==> src/rtl/dacc_pkg.sv <==
package dacc_pkg;

  typedef enum logic [3:0] {
    OP_NOP  = 4'd0,
    OP_CLR  = 4'd1,
    OP_LDH  = 4'd2,
    OP_MAC  = 4'd3,
    OP_MAS  = 4'd4,
    OP_SQA  = 4'd5,
    OP_SQS  = 4'd6,
    OP_ABD  = 4'd7,
    OP_SQD  = 4'd8,
    OP_POLY = 4'd9,
    OP_FIRS = 4'd10
  } dacc_op_e;

endpackage

==> src/rtl/dacc_rst_sync.sv <==
module dacc_rst_sync #(
  parameter int STAGES = 2
) (
  input  logic clk,
  input  logic arst_n,
  output logic rst_n_o
);
  logic [STAGES-1:0] sync_q;

  always_ff @(posedge clk or negedge arst_n) begin
    if (!arst_n) sync_q <= '0;
    else         sync_q <= {sync_q[STAGES-2:0], 1'b1};
  end

  assign rst_n_o = sync_q[STAGES-1];
endmodule

==> src/rtl/dacc_opsel.sv <==
module dacc_opsel
  import dacc_pkg::*;
#(
  parameter int DW = 16,
  localparam int MW = DW + 1
) (
  input  dacc_op_e             op_i,
  input  logic [DW-1:0]        x_i,
  input  logic [DW-1:0]        y_i,
  input  logic [DW-1:0]        c_i,
  input  logic [DW-1:0]        t_i,
  input  logic [DW-1:0]        a_hi_i,
  output logic signed [MW-1:0] diff_o,
  output logic signed [MW-1:0] mul_l_o,
  output logic signed [MW-1:0] mul_r_o
);
  logic signed [MW-1:0] x_e, y_e, c_e, t_e, ah_e;

  assign x_e  = {x_i[DW-1], x_i};
  assign y_e  = {y_i[DW-1], y_i};
  assign c_e  = {c_i[DW-1], c_i};
  assign t_e  = {t_i[DW-1], t_i};
  assign ah_e = {a_hi_i[DW-1], a_hi_i};
  assign diff_o = x_e - y_e;

  always_comb begin
    unique case (op_i)
      OP_SQA, OP_SQS: begin mul_l_o = x_e;    mul_r_o = x_e;    end
      OP_SQD:         begin mul_l_o = diff_o; mul_r_o = diff_o; end
      OP_POLY:        begin mul_l_o = t_e;    mul_r_o = ah_e;   end
      OP_FIRS:        begin mul_l_o = c_e;    mul_r_o = ah_e;   end
      default:        begin mul_l_o = x_e;    mul_r_o = y_e;    end
    endcase
  end
endmodule

==> src/rtl/dacc_mul.sv <==
module dacc_mul #(
  parameter int MW = 17,
  localparam int PW = 2 * MW
) (
  input  logic signed [MW-1:0] a_i,
  input  logic signed [MW-1:0] b_i,
  output logic signed [PW-1:0] p_o
);
  logic signed [PW-1:0] a_w, b_w;

  assign a_w = {{MW{a_i[MW-1]}}, a_i};
  assign b_w = {{MW{b_i[MW-1]}}, b_i};
  assign p_o = a_w * b_w;
endmodule

==> src/rtl/dacc_lim.sv <==
module dacc_lim #(
  parameter int AW   = 40,
  parameter int SW   = 32,
  parameter int SUMW = 42
) (
  input  logic signed [SUMW-1:0] sum_i,
  input  logic                   sat_en,
  output logic [AW-1:0]          res_o
);
  localparam logic signed [SUMW-1:0] HI = {{(SUMW-SW+1){1'b0}}, {(SW-1){1'b1}}};
  localparam logic signed [SUMW-1:0] LO = {{(SUMW-SW+1){1'b1}}, {(SW-1){1'b0}}};

  always_comb begin
    if (sat_en && (sum_i > HI))      res_o = HI[AW-1:0];
    else if (sat_en && (sum_i < LO)) res_o = LO[AW-1:0];
    else                             res_o = sum_i[AW-1:0];
  end
endmodule

==> src/rtl/dual_acc_mac.sv <==
module dual_acc_mac
  import dacc_pkg::*;
#(
  parameter int DW = 16,
  parameter int AW = 40,
  parameter int SW = 32
) (
  input  logic          clk,
  input  logic          rst_n,
  input  logic          en,
  input  logic [3:0]    op,
  input  logic          acc_sel,
  input  logic          sat_en,
  input  logic [DW-1:0] opnd_x,
  input  logic [DW-1:0] opnd_y,
  input  logic [DW-1:0] opnd_c,
  input  logic          t_wr,
  input  logic [DW-1:0] t_in,
  input  logic          rd_sel,
  output logic [DW-1:0] rd_hi,
  output logic [DW-1:0] rd_lo,
  output logic [AW-1:0] acc_a_o,
  output logic [AW-1:0] acc_b_o,
  output logic          le_zero_a,
  output logic          le_zero_b
);
  localparam int MW   = DW + 1;
  localparam int PW   = 2 * MW;
  localparam int SUMW = AW + 2;
  localparam int NLANE = 2;

  dacc_op_e op_e;
  logic rst_sync_n;

  logic [AW-1:0] acc_a_q, acc_b_q, nxt_a, nxt_b;
  logic [DW-1:0] t_q;

  logic signed [MW-1:0]   diff, absd, mul_l, mul_r, pair;
  logic signed [PW-1:0]   prod;
  logic signed [SUMW-1:0] a_ext, b_ext, prod_ext, absd_ext, pair_ext, addend;
  logic signed [SUMW-1:0] lane_sum [NLANE];
  logic [AW-1:0]          lane_res [NLANE];
  logic [AW-1:0]          ldh_val;

  assign op_e = dacc_op_e'(op);

  dacc_rst_sync #(.STAGES(2)) u_rst (
    .clk     (clk),
    .arst_n  (rst_n),
    .rst_n_o (rst_sync_n)
  );

  dacc_opsel #(.DW(DW)) u_opsel (
    .op_i    (op_e),
    .x_i     (opnd_x),
    .y_i     (opnd_y),
    .c_i     (opnd_c),
    .t_i     (t_q),
    .a_hi_i  (acc_a_q[2*DW-1:DW]),
    .diff_o  (diff),
    .mul_l_o (mul_l),
    .mul_r_o (mul_r)
  );

  dacc_mul #(.MW(MW)) u_mul (
    .a_i (mul_l),
    .b_i (mul_r),
    .p_o (prod)
  );

  // operand conditioning
  assign pair     = {opnd_x[DW-1], opnd_x} + {opnd_y[DW-1], opnd_y};
  assign absd     = diff[MW-1] ? -diff : diff;
  assign a_ext    = {{(SUMW-AW){acc_a_q[AW-1]}}, acc_a_q};
  assign b_ext    = {{(SUMW-AW){acc_b_q[AW-1]}}, acc_b_q};
  assign prod_ext = {{(SUMW-PW){prod[PW-1]}}, prod};
  assign absd_ext = {{(SUMW-MW){absd[MW-1]}}, absd};
  assign pair_ext = {{(SUMW-MW-DW){pair[MW-1]}}, pair, {DW{1'b0}}};
  assign ldh_val  = {{(AW-2*DW){opnd_x[DW-1]}}, opnd_x, {DW{1'b0}}};

  always_comb begin
    unique case (op_e)
      OP_MAC, OP_SQA, OP_SQD: addend = prod_ext;
      OP_MAS, OP_SQS:         addend = -prod_ext;
      OP_ABD:                 addend = absd_ext;
      default:                addend = '0;
    endcase
  end

  // lane 0 feeds A, lane 1 feeds B
  always_comb begin
    unique case (op_e)
      OP_POLY: lane_sum[0] = b_ext + prod_ext;
      OP_FIRS: lane_sum[0] = pair_ext;
      default: lane_sum[0] = a_ext + addend;
    endcase
    if (op_e == OP_FIRS) lane_sum[1] = b_ext + prod_ext;
    else                 lane_sum[1] = b_ext + addend;
  end

  for (genvar g = 0; g < NLANE; g++) begin : g_lane
    dacc_lim #(.AW(AW), .SW(SW), .SUMW(SUMW)) u_lim (
      .sum_i  (lane_sum[g]),
      .sat_en (sat_en),
      .res_o  (lane_res[g])
    );
  end

  // next-state
  always_comb begin
    nxt_a = acc_a_q;
    nxt_b = acc_b_q;
    unique case (op_e)
      OP_CLR: begin
        if (acc_sel) nxt_b = '0;
        else         nxt_a = '0;
      end
      OP_LDH: begin
        if (acc_sel) nxt_b = ldh_val;
        else         nxt_a = ldh_val;
      end
      OP_MAC, OP_MAS, OP_SQA, OP_SQS, OP_ABD, OP_SQD: begin
        if (acc_sel) nxt_b = lane_res[1];
        else         nxt_a = lane_res[0];
      end
      OP_POLY: begin
        nxt_a = lane_res[0];
        nxt_b = ldh_val;
      end
      OP_FIRS: begin
        nxt_a = lane_res[0];
        nxt_b = lane_res[1];
      end
      default: ;
    endcase
  end

  // registers
  always_ff @(posedge clk or negedge rst_sync_n) begin
    if (!rst_sync_n) begin
      acc_a_q <= '0;
      acc_b_q <= '0;
    end else if (en) begin
      acc_a_q <= nxt_a;
      acc_b_q <= nxt_b;
    end
  end

  always_ff @(posedge clk or negedge rst_sync_n) begin
    if (!rst_sync_n)  t_q <= '0;
    else if (t_wr)    t_q <= t_in;
  end

  // outputs
  assign acc_a_o   = acc_a_q;
  assign acc_b_o   = acc_b_q;
  assign rd_hi     = rd_sel ? acc_b_q[2*DW-1:DW] : acc_a_q[2*DW-1:DW];
  assign rd_lo     = rd_sel ? acc_b_q[DW-1:0]    : acc_a_q[DW-1:0];
  assign le_zero_a = acc_a_q[AW-1] | ~(|acc_a_q);
  assign le_zero_b = acc_b_q[AW-1] | ~(|acc_b_q);
endmodule

==> config.mk <==
export PLATFORM = sky130hd
export DESIGN_NAME = dual_acc_mac
export DESIGN_NICKNAME = d
export VERILOG_FILES = /design/src/rtl/dacc_pkg.sv /design/src/rtl/dacc_rst_sync.sv /design/src/rtl/dacc_opsel.sv /design/src/rtl/dacc_mul.sv /design/src/rtl/dacc_lim.sv /design/src/rtl/dual_acc_mac.sv
export SDC_FILE = /design/constraint.sdc
export NUM_CORES = 2
export LEC_CHECK = 0
export CORE_MARGIN = 2
export CORE_UTILIZATION = 30
export CTS_BUF_LIST = sky130_fd_sc_hd__clkbuf_16
export DETAILED_ROUTE_END_ITERATION = 6
export DONT_BUFFER_PORTS = 1
export HOLD_SLACK_MARGIN = 0.08
export PLACE_DENSITY = 0.46
export SLEW_MARGIN = 25
export SYNTH_ARGS = -nofsm -noshare
export SYNTH_HDL_FRONTEND = slang
export SYNTH_HIERARCHICAL = 1
export SYNTH_SLANG_ARGS = --single-unit
==> constraint.sdc <==
create_clock -name clk -period 9.3 [get_ports clk]
set_input_delay 0.93 -clock clk [delete_from_list [all_inputs] [get_ports clk]]
set_output_delay 0.93 -clock clk [all_outputs]
set_load 0.03 [all_outputs]
==> results.toml <==
[finish]
nNetsFinal = 5007
area_growth_pct = 39.1
multi_input_area_um2 = 25100
num-fill-cells = 9509
seqCellArea_um2 = 2460
drive_gt1_share_pct = 31.3

[setup_path]
cp_data_arrival_time_ps = 12980
cp-start-kind = "primary input"
critPathMostFrequentCell = "fa_1"
cp_slowest_stage_delay_ps = 570
r2r-start = "t_q[5]"
critPathCaptureType = "register"
rr_worst_depth = 51
cp_slowest_cell = "fa_1"
cp_max_fo = 5
r2r_end = "acc_b_o[17]"
r2r_setup_slack_ps = -2550
critical_path_class = "primary input to register"
cp.required_ps = 9590

[synthesis]
synth_top_area_share_pct = 21.4
yosysUniqueCellTypes = 115
muxShareOfSynthArea_pct = 2.20
yosysTopAreaCell = "fa_1"
synth_fa_ha_area_share_pct = 32.2
yosys_register_bits = 98
synth.most_common_cell = "inv_1"
avgSynthCellArea_um2 = 7.91
synthXorXnorAreaFrac_pct = 5.82
async_flop_share_pct = 100
synth_area_um2 = 28200
yosys_most_used_dff = "dfrtp_1"
syn-instance-count = 3567
synthSimpleGateAreaFrac_pct = 20.1
synth_edf_count = 0
synth_compound_area_share_pct = 22.7
synth_top_family_by_area = "adder cells"
netlist_top_cells_count = "422 x inv_1, 394 x nand2_1, 301 x fa_1"
ys_warn_count = 6
synth_nets = 4180
synth_area_leaders = "fa_1 21%, ha_1 11%, dfrtp_1 8.7%"
synth-seq-area-share_pct = 8.69

[grt]
grt_pass1_vias = 28500
busiest_layer = "met2"
grt_use_met2_pct = 40.5
antenna_found_initial = 6
grt_pass1_wl_um = 186000
grt_max_degree = 62
grt-ovfl-total = 0
met3_usage_pct = 4.72
grt_use_met1_pct = 36.0
grt.total_usage_pct = 25.5

[min_path]
min_path_type = "primary input to async pin"

[floorplan]
ios = 189
die_h_um = 311
fp.dieW_um = 311
dieArea_um2 = 96500
rows = 112
coreArea_um2 = 93200
initial_core_util_pct = 30.3

[cts]
h-tree-depth = 3
clkLatencyLatePin_ps = 410
clock-sinks = 98
cts_hold_buffers = 0
path_clk_slew_ps = 100
cts_tree = "built"
cts-root-buf = "clkbuf_16"
clockBufferDepth = 2
cts_buffers = 9

[timing]
setup_tns_ps = -248640
layout_setup_ws_ps = -3390
hold_ws_ps = 197
period_needed_ps = 12690
fin_crit_sh_pct = 136
slew_viol_final = 0
fmax_mhz = 78.8
tightest_slew_ps = 1220
finalHoldViolations = 0
finalSetupViolCount = 80
rsz0062_at_grt = "true"
slew-limit-headroom_pct = 18.7
skew_ps = 12.4

[detailed_routing]
vias = 29600
final_antenna_net_count = 0
drt-initial-drc-count = 2203
viasPerCell = 5.24
drc = 4
wl_per_cell_um = 22.6
drt_pass1_iterations = 7
routed_wl_um = 128000

[run_status]
status = "finished with violations"
violations = "design-rule violations, negative setup slack"

[placement]
dp_hpwl_um = 103000
gp_congestion = 0.949
io_buffers = 0

[flow_run]
cap_violations = 0
metrics by stage:
| stage | utilization, % | area [um^2] | worst slack (ps) | std cells |
|---|---|---|---|---|
| 6_report | 42.1 | 39200 | -3390 | 5656 |
| 5_1_grt | 42.1 | 39200 | -3730 | 5654 |
| 4_1_cts | 40.3 | 37600 | -3220 | 5587 |
| 3_5_place_dp | 39.1 | 36400 | -4030 | 5533 |
| 3_3_place_gp | 39.1 | 36400 | -4070 | 5533 |
| 2_1_floorplan | - | 28500 | -3210 | 3567 |
cell usage in the layout (no fill, tap or decap), types with 67 or more instances in the layout:
master,n
buf_4,893
inv_1,409
xor2_1,67
nand2_1,375
fa_1,297
xnor2_1,100
dfrtp_1,97
nand3_1,72
a21o_1,152
a21oi_1,177
ha_1,209
nor2_1,206
and2_1,166
o21ai_0,162
what timing repair did:
item                                    in CTS  in global routing
buffers inserted                            34                 60
gates resized for setup                    109                246
endpoints found under the hold margin        0                  0
cloned                                       5                  9
endpoints found under the setup margin      80                 80
pin swaps                                   88                189
kinds of logic (layout without fill, tap and decap cells):
| family | after synthesis | in the layout |
|---|---|---|
| adders and majority gates | 547 | 547 |
| AOI/OAI and AO/OA | 945 | 945 |
| muxes | 56 | 56 |
| xor gates and xnor gates | 184 | 184 |
| other | 1 | 4 |
| buffers and inverters | 590 | 1422 |
| DFF | 98 | 98 |
| and+or+nand+nor | 1146 | 1146 |
final cells by class:
class / instances / share of cell area [%]
timing repair buffer: 984 / 21.0
clock inverter: 7 / 0.166
clock buffer: 9 / 0.574
antenna: 3 / 0.0191
sequential: 98 / 6.26
tap: 1254 / 4.00
multi-input combinational: 2879 / 63.9
inverter: 422 / 4.08
critical path: cells and delay by family:
kind | cells | cell delay [ps]
multiplexers | 1 | 290
adder cells (fa/ha/maj) | 10 | 4040
XOR/XNOR | 1 | 170
AO/OA/AOI/OAI | 15 | 3100
AND/OR/NAND/NOR | 14 | 2990
buffers and inverters | 12 | 1430
routing by layer:
layer | part of all wire, % | routed length (um)
met1 | 45 | 58100
met2 | 44 | 56800
met3 | 7.3 | 9350
met4 | 2.8 | 3580
met5 | 0.027 | 34
worst max path at each step:
| stage | from | to | slack [ps] | cells past startpoint |
|---|---|---|---|---|
| 2_1_floorplan | opnd_x[0] | acc_b_o[22] | -3210 | 50 |
| 3_3_place_gp | opnd_x[0] | acc_b_o[16] | -4070 | 46 |
| 3_5_place_dp | opnd_x[0] | acc_b_o[18] | -4030 | 46 |
| 4_1_cts | opnd_x[0] | acc_a_o[22] | -3220 | 53 |
| 5_1_grt | opnd_x[0] | acc_b_o[22] | -3730 | 55 |
| 6_report | opnd_x[0] | acc_b_o[17] | -3390 | 53 |
flip-flops by register name (all words and copies together) (netlist names):
signal	flops
acc_a_o	40
t_q	16
u_rst/sync_q	2
acc_b_o	40
Power is not shown: default switching activity piles up to over one toggle a cycle in this logic, so the estimate is an artifact.
